$ cat src/rtl/txfa_pkg.sv
`timescale 1ns/1ps
package txfa_pkg;

    typedef enum logic {
        ST_FIRST,
        ST_RUN
    } align_state_e;

    typedef enum logic {
        JW_IDLE,
        JW_WAIT
    } j1_state_e;

    typedef struct packed {
        logic c1;
        logic j1;
    } marker_evt_t;

endpackage

$ cat src/rtl/txfa_frame_timer.sv
`timescale 1ns/1ps
module txfa_frame_timer
    import txfa_pkg::*;
#(
    parameter int FRAME_LEN = 2430,
    parameter int CNT_W     = $clog2(FRAME_LEN)
) (
    input  logic             clk,
    input  logic             rst,
    input  logic             early_frame,
    output logic [CNT_W-1:0] cnt,
    output logic             armed,
    output logic             frame_ref
);

    localparam logic [CNT_W-1:0] LAST_POS  = CNT_W'(FRAME_LEN - 1);
    localparam logic [CNT_W-1:0] EARLY_POS = CNT_W'(FRAME_LEN - 2);

    align_state_e     state_q, state_d;
    logic [CNT_W-1:0] cnt_d;
    logic [CNT_W-1:0] ref_pos;
    logic             ref_d;

    // next state: leave the blind first frame at the first wrap
    always_comb begin
        state_d = state_q;
        unique case (state_q)
            ST_FIRST: if (cnt == LAST_POS) state_d = ST_RUN;
            ST_RUN:   state_d = ST_RUN;
        endcase
    end

    always_comb begin
        cnt_d = (cnt == LAST_POS) ? '0 : cnt + CNT_W'(1);
    end

    // state register and byte counter
    always_ff @(posedge clk) begin
        if (rst) begin
            state_q <= ST_FIRST;
            cnt     <= '0;
        end else begin
            state_q <= state_d;
            cnt     <= cnt_d;
        end
    end

    // output process: reference strobe is registered, never two cycles long
    always_comb begin
        ref_pos = early_frame ? EARLY_POS : LAST_POS;
        ref_d   = (cnt_d == ref_pos) && !frame_ref;
    end

    always_ff @(posedge clk) begin
        if (rst) frame_ref <= 1'b0;
        else     frame_ref <= ref_d;
    end

    assign armed = (state_q == ST_RUN);

    assert_ref_single_R2: assert property (@(posedge clk) disable iff (rst)
        frame_ref |=> !frame_ref);

    assert_armed_after_wrap_R4: assert property (@(posedge clk) disable iff (rst)
        $rose(armed) |-> (cnt == '0));

endmodule

$ cat src/rtl/txfa_marker_decode.sv
`timescale 1ns/1ps
module txfa_marker_decode
    import txfa_pkg::*;
#(
    parameter int CNT_W  = 12,
    parameter int SLOT_W = 2
) (
    input  logic              clk,
    input  logic              rst,
    input  logic              retime_en,
    input  logic              marker,
    input  logic              spe,
    input  logic [CNT_W-1:0]  cnt,
    input  logic              armed,
    input  logic [SLOT_W-1:0] slot_sel,
    output marker_evt_t       evt,
    output logic              misalign
);

    logic [CNT_W-1:0] expect_pos;
    logic             off_slot;

    // classify the marker: without retiming every pulse is a frame start
    always_comb begin
        evt.c1 = marker && (!retime_en || !spe);
        evt.j1 = marker && retime_en && spe;
    end

    always_comb begin
        expect_pos = CNT_W'(slot_sel);
        off_slot   = (cnt != expect_pos);
    end

    always_ff @(posedge clk) begin
        if (rst) misalign <= 1'b0;
        else     misalign <= evt.c1 && armed && off_slot;
    end

    assert_misalign_cause_R5: assert property (@(posedge clk) disable iff (rst)
        misalign |-> $past(marker));

    assert_first_frame_quiet_R4: assert property (@(posedge clk) disable iff (rst)
        $past(!armed) |-> !misalign);

    assert_j1_no_misalign_R8: assert property (@(posedge clk) disable iff (rst)
        (retime_en && marker && spe) |=> !misalign);

endmodule

$ cat src/rtl/txfa_j1_watch.sv
`timescale 1ns/1ps
module txfa_j1_watch
    import txfa_pkg::*;
#(
    parameter int FRAME_LEN = 2430,
    parameter int CNT_W     = $clog2(FRAME_LEN)
) (
    input  logic        clk,
    input  logic        rst,
    input  logic        retime_en,
    input  logic        armed,
    input  marker_evt_t evt,
    output logic        j1_missing
);

    localparam logic [CNT_W-1:0] WIN_END = CNT_W'(FRAME_LEN - 1);

    j1_state_e        state_q, state_d;
    logic [CNT_W-1:0] wcnt_q, wcnt_d;
    logic             miss_d;

    always_comb begin
        state_d = state_q;
        wcnt_d  = wcnt_q;
        miss_d  = 1'b0;
        if (!retime_en) begin
            state_d = JW_IDLE;
            wcnt_d  = '0;
        end else begin
            unique case (state_q)
                JW_IDLE: begin
                    if (evt.c1 && armed) begin
                        state_d = JW_WAIT;
                        wcnt_d  = CNT_W'(1);
                    end
                end
                JW_WAIT: begin
                    if (evt.j1) begin
                        state_d = JW_IDLE;
                        wcnt_d  = '0;
                    end else if (wcnt_q == WIN_END) begin
                        miss_d  = 1'b1;
                        state_d = evt.c1 ? JW_WAIT : JW_IDLE;
                        wcnt_d  = evt.c1 ? CNT_W'(1) : '0;
                    end else if (evt.c1) begin
                        wcnt_d  = CNT_W'(1);
                    end else begin
                        wcnt_d  = wcnt_q + CNT_W'(1);
                    end
                end
            endcase
        end
    end

    always_ff @(posedge clk) begin
        if (rst) begin
            state_q <= JW_IDLE;
            wcnt_q  <= '0;
        end else begin
            state_q <= state_d;
            wcnt_q  <= wcnt_d;
        end
    end

    always_ff @(posedge clk) begin
        if (rst) j1_missing <= 1'b0;
        else     j1_missing <= miss_d;
    end

    assert_j1_off_quiet_R7: assert property (@(posedge clk) disable iff (rst)
        $past(!retime_en) |-> !j1_missing);

    assert_wait_bound_R9: assert property (@(posedge clk) disable iff (rst)
        wcnt_q <= WIN_END);

    assert_idle_clear_R10: assert property (@(posedge clk) disable iff (rst)
        (state_q == JW_IDLE) |-> (wcnt_q == '0));

endmodule

$ cat src/rtl/txfa_top.sv
`timescale 1ns/1ps
module txfa_top
    import txfa_pkg::*;
#(
    parameter int FRAME_LEN = 2430,
    parameter int DATA_W    = 8,
    parameter int SLOT_W    = 2
) (
    input  logic              clk,
    input  logic              rst,
    input  logic              early_frame,
    input  logic              retime_en,
    input  logic [SLOT_W-1:0] slot_sel,
    input  logic [DATA_W-1:0] bus_data,
    input  logic              bus_spe,
    input  logic              bus_marker,
    output logic              frame_ref,
    output logic              misalign,
    output logic              j1_missing,
    output logic [DATA_W-1:0] out_data,
    output logic              out_sof
);

    localparam int CNT_W = $clog2(FRAME_LEN);

    logic [CNT_W-1:0] cnt;
    logic             armed;
    marker_evt_t      evt;

    txfa_frame_timer #(.FRAME_LEN(FRAME_LEN), .CNT_W(CNT_W)) u_timer (
        .clk         (clk),
        .rst         (rst),
        .early_frame (early_frame),
        .cnt         (cnt),
        .armed       (armed),
        .frame_ref   (frame_ref)
    );

    txfa_marker_decode #(.CNT_W(CNT_W), .SLOT_W(SLOT_W)) u_decode (
        .clk       (clk),
        .rst       (rst),
        .retime_en (retime_en),
        .marker    (bus_marker),
        .spe       (bus_spe),
        .cnt       (cnt),
        .armed     (armed),
        .slot_sel  (slot_sel),
        .evt       (evt),
        .misalign  (misalign)
    );

    txfa_j1_watch #(.FRAME_LEN(FRAME_LEN), .CNT_W(CNT_W)) u_j1 (
        .clk        (clk),
        .rst        (rst),
        .retime_en  (retime_en),
        .armed      (armed),
        .evt        (evt),
        .j1_missing (j1_missing)
    );

    // byte pass-through with frame-boundary tag
    always_ff @(posedge clk) begin
        if (rst) begin
            out_data <= '0;
            out_sof  <= 1'b0;
        end else begin
            out_data <= bus_data;
            out_sof  <= armed && (cnt == '0);
        end
    end

    assert_sof_follows_ref_R11: assert property (@(posedge clk) disable iff (rst)
        (out_sof && !early_frame) |-> $past(frame_ref, 2));

    assert_data_delay_R11: assert property (@(posedge clk) disable iff (rst)
        $past(!rst) |-> (out_data == $past(bus_data)));

endmodule

$ cat config.mk
export PLATFORM = sky130hd
export DESIGN_NAME = txfa_top
export DESIGN_NICKNAME = d
export VERILOG_FILES = /design/src/rtl/txfa_pkg.sv /design/src/rtl/txfa_frame_timer.sv /design/src/rtl/txfa_marker_decode.sv /design/src/rtl/txfa_j1_watch.sv /design/src/rtl/txfa_top.sv
export SDC_FILE = /design/constraint.sdc
export NUM_CORES = 1
export LEC_CHECK = 0
export BUFFER_PORTS_ARGS = -buffer_cell sky130_fd_sc_hd__buf_2
export CAP_MARGIN = 20
export CORE_MARGIN = 2
export CORE_UTILIZATION = 45
export DETAILED_ROUTE_END_ITERATION = 16
export HOLD_SLACK_MARGIN = 0.03
export PLACE_DENSITY = 0.65
export SYNTH_ARGS = -nofsm -noshare
export SYNTH_HDL_FRONTEND = slang
export SYNTH_HIERARCHICAL = 1
export SYNTH_SLANG_ARGS = --single-unit
$ cat constraint.sdc
create_clock -name clk -period 2.5 [get_ports clk]
set_input_delay 0.5 -clock clk [delete_from_list [all_inputs] [get_ports clk]]
set_output_delay 0.5 -clock clk [all_outputs]
set_load 0.02 [all_outputs]
==> impl_metrics.py <==
metrics = {
    "outcome": {
        "status": "finished, final reports clean",
    },
    "cts": {
        "clock_latency_ns": 0.28,
        "cts-root-buf": "clkbuf_8",
        "cts_buffers": 5,
        "cts_buffer_depth": 2,
        "clk_pin_slew_ns": 0.07,
        "clock_sinks": 38,
        "ctsResizeCount": 0,
        "cts_tree": "done",
        "hold_buffers": 0,
        "cts_max_level": 2,
        "postCtsSetupBuffers": 0,
    },
    "grt": {
        "met3_usage_pct": 5.36,
        "grtUsageMet1_pct": 25.3,
        "grt_pass1_wl_um": 6520,
        "busiest_layer": "met2",
        "antenna_found_initial": 0,
        "overflow": 0,
        "grt_usage_pct": 18.7,
        "grt_pass1_vias": 1396,
        "grt_start_max_net_pins": 18,
        "use_met2_pct": 27.9,
    },
    "routing": {
        "viasPerCell": 5.47,
        "first_pass_iters": 4,
        "wl_per_cell_um": 13.4,
        "wirelength_um": 3930,
        "dr.first_iter.drc_count": 119,
        "ant_nets": 0,
        "drc": 0,
        "vias": 1604,
    },
    "sta": {
        "slew_violations": 0,
        "worstMarginPinSlew_ns": 0.660,
        "worst_clock_skew_ns": 0.00468,
        "fin_ws_ns": 0.542,
        "rsz0062_at_grt": "no",
        "setup_violations": 0,
        "period_share_pct": 78.3,
        "timing_hold_violations_final": 0,
        "fmax_mhz": 511,
        "final.setup.tns_ns": 0,
        "finalWorstPathRequiredPeriod_ns": 1.96,
        "relSlewSlack_pct": 55.6,
    },
    "logic_synthesis": {
        "synth_top_family_by_area": "simple AND/OR/NAND/NOR gates",
        "yosys.area_share.simple_pct": 33.3,
        "yosysUniqueCellTypes": 49,
        "synth-compound-area-share_pct": 15.3,
        "syn_inst": 209,
        "avgSynthCellArea_um2": 9.00,
        "synthesis.nets": 229,
        "synth-adder-area-share_pct": 2.66,
        "muxShareOfSynthArea_pct": 0,
        "yosys_register_bits": 38,
        "synth_area_mm2": 0.00188,
        "ys_warn_count": 6,
        "synth_xor_xnor_area_share_pct": 6.05,
        "synth_seq_area_share_pct": 40.5,
    },
    "setup_path": {
        "critPathLaunchType": "register",
        "endpoint_kind": "register",
        "crit_chain": "ha_1 -> or3b_4 -> or3_2 -> a41o_1 -> a21o_1",
        "cp_max_fo": 7,
        "crit_buf_inv": 0,
        "worstSetupPathType": "register to register",
        "crit_path_top_delay_cell": "or3_2",
        "cpPeakStageDelay_ns": 0.48,
        "required_ns": 2.68,
        "cp.arrival_ns": 2.14,
        "path_delay_family": "simple AND/OR/NAND/NOR gates",
    },
    "worst_hold_path": {
        "min_path_type": "primary input to register",
    },
    "cells_and_area": {
        "antenna_cells": 0,
        "multi_input_comb_area_mm2": 0.00108,
        "layout.area.seq_um2": 761,
        "nNetsFinal": 262,
        "final_common_cell": "dfxtp_1",
        "fill_cells": 402,
        "area_growth_pct": 18.1,
        "drive_gt1_share_pct": 23.0,
        "final_cell_mix": "dfxtp_1 (38), buf_2 (27), nor2_1 (17), nand2_1 (14), a21oi_1 (10)",
    },
    "power": {
        "comb_power_share_pct": 6.2,
        "leakagePower_uw": 0.000879,
        "power_density_mw_per_mm2": 606,
        "vdd_ir_drop_max_uv": 245,
        "p_sw_share_pct": 19.8,
        "p_seq_share_pct": 46.7,
        "clkPwrFrac_pct": 47.1,
        "power_switching_uw": 267,
        "p_int_uw": 1080,
    },
    "die": {
        "io_pins": 28,
        "fp.dieW_um": 68.6,
        "die_area_mm2": 0.00471,
        "num_rows": 23,
        "coreArea_mm2": 0.00400,
        "die_h_um": 68.6,
        "start_util_pct": 47.0,
    },
    "job": {
        "cap_violations": 0,
    },
    "placed_design": {
        "dp_hpwl_um": 2820,
        "pre_cts_slack_ns": 0.448,
        "numPortBuffers": 27,
        "routabilityCongestion": 0.882,
    },
}
## Yosys cell counts (all sizes together)
cell type	number	area, um^2
dfxtp	38	761
nor2	17	63.8
nand2	14	52.6
a21oi	10	50.1
inv	9	33.8
nand3	9	50.1
and2b	8	70.1
nand2b	8	50.1
xor2	8	70.1
nor3	7	40.0
nor4	7	43.8
o21ai	7	35.0
nand4	6	52.6
a31oi	5	31.3
xnor2	5	43.8
ha	4	50.1
or3	4	27.5
a211oi	3	22.5
a21o	3	22.5
nor2b	3	18.8
o22ai	3	18.8
a21boi	2	15.0
and2	2	12.5
and3	2	12.5
and4	2	17.5
clkbuf	2	7.51
nand3b	2	15.0
nand4b	2	17.5
o2111a	2	22.5
or3b	2	20.0
or4	2	18.8
a311oi	1	8.76
a41o	1	10.0
nor3b	1	12.5
nor4b	1	15.0
nor4bb	1	10.0
o21a	1	7.51
o2bb2ai	1	8.76
o311ai	1	16.3
o31a	1	10.0
o41ai	1	8.76
or2	1	6.26
## layout make-up
| class | count | share of cell area (%) |
|---|---|---|
| Timing Repair Buffer | 28 | 6.42 |
| Sequential cell | 38 | 34.3 |
| Multi-Input combinational cell | 160 | 48.6 |
| Clock inverter | 2 | 2.70 |
| Clock buffer | 6 | 3.72 |
| Tap cell | 50 | 2.82 |
| Inverter | 9 | 1.52 |
## power groups by stage
stage          logic [uW]  clock network (uW)  registers, uW
4_1_cts              83.2                 656            629
6_report             82.9                 635            629
2_1_floorplan        41.9                   0            650
5_1_grt              91.9                 672            631
3_5_place_dp         83.2                   0            643
3_3_place_gp         81.7                   0            643
## final timing paths
path                                      start  slack [ns]         endpoint  cells after the start
worst max-delay path             u_j1/wcnt_q[0]        0.54  u_j1/wcnt_q[11]                      5
worst min-delay path                bus_data[3]        0.43      out_data[3]                      2
worst max register to register   u_j1/wcnt_q[0]        0.54  u_j1/wcnt_q[11]                      5
worst min register to register  u_j1/wcnt_q[11]        0.51  u_j1/wcnt_q[11]                      1
## routing by layer
layer,share of wire [%],up-vias
met5,0,-
met2,44,45
met3,5.9,4
met4,1.2,0
li1,-,833
met1,49,722
## per-stage QoR
stage          instances  utilization (%)  hold slack, ns  total power [uW]  instance area, um^2
6_report             293             55.5           0.430              1350                 2220
5_1_grt              293             55.5           0.415              1390                 2220
4_1_cts              293             55.5           0.418              1370                 2220
3_5_place_dp         285             52.0           0.490               726                 2080
3_3_place_gp         285             52.0           0.484               725                 2080
2_1_floorplan        209                -           0.449               692                 1880
## sequential cells by signal, summed over array words and instances, names as in the netlist
signal	count
out_sof	1
u_j1/j1_missing	1
u_j1/wcnt_q	12
out_data	8
u_timer/frame_ref	1
u_decode/misalign	1
u_timer/armed	1
u_j1/state_q	1
u_timer/cnt	12
## logic make-up after synthesis
| family | after synthesis |
|---|---|
| adder cells (fa/ha/maj) | 4 |
| flip-flops | 38 |
| AND/OR/NAND/NOR | 101 |
| buffers and inverters | 11 |
| AO/OA/AOI/OAI | 42 |
| XOR/XNOR | 13 |
Power figures use the tool's default switching activity.
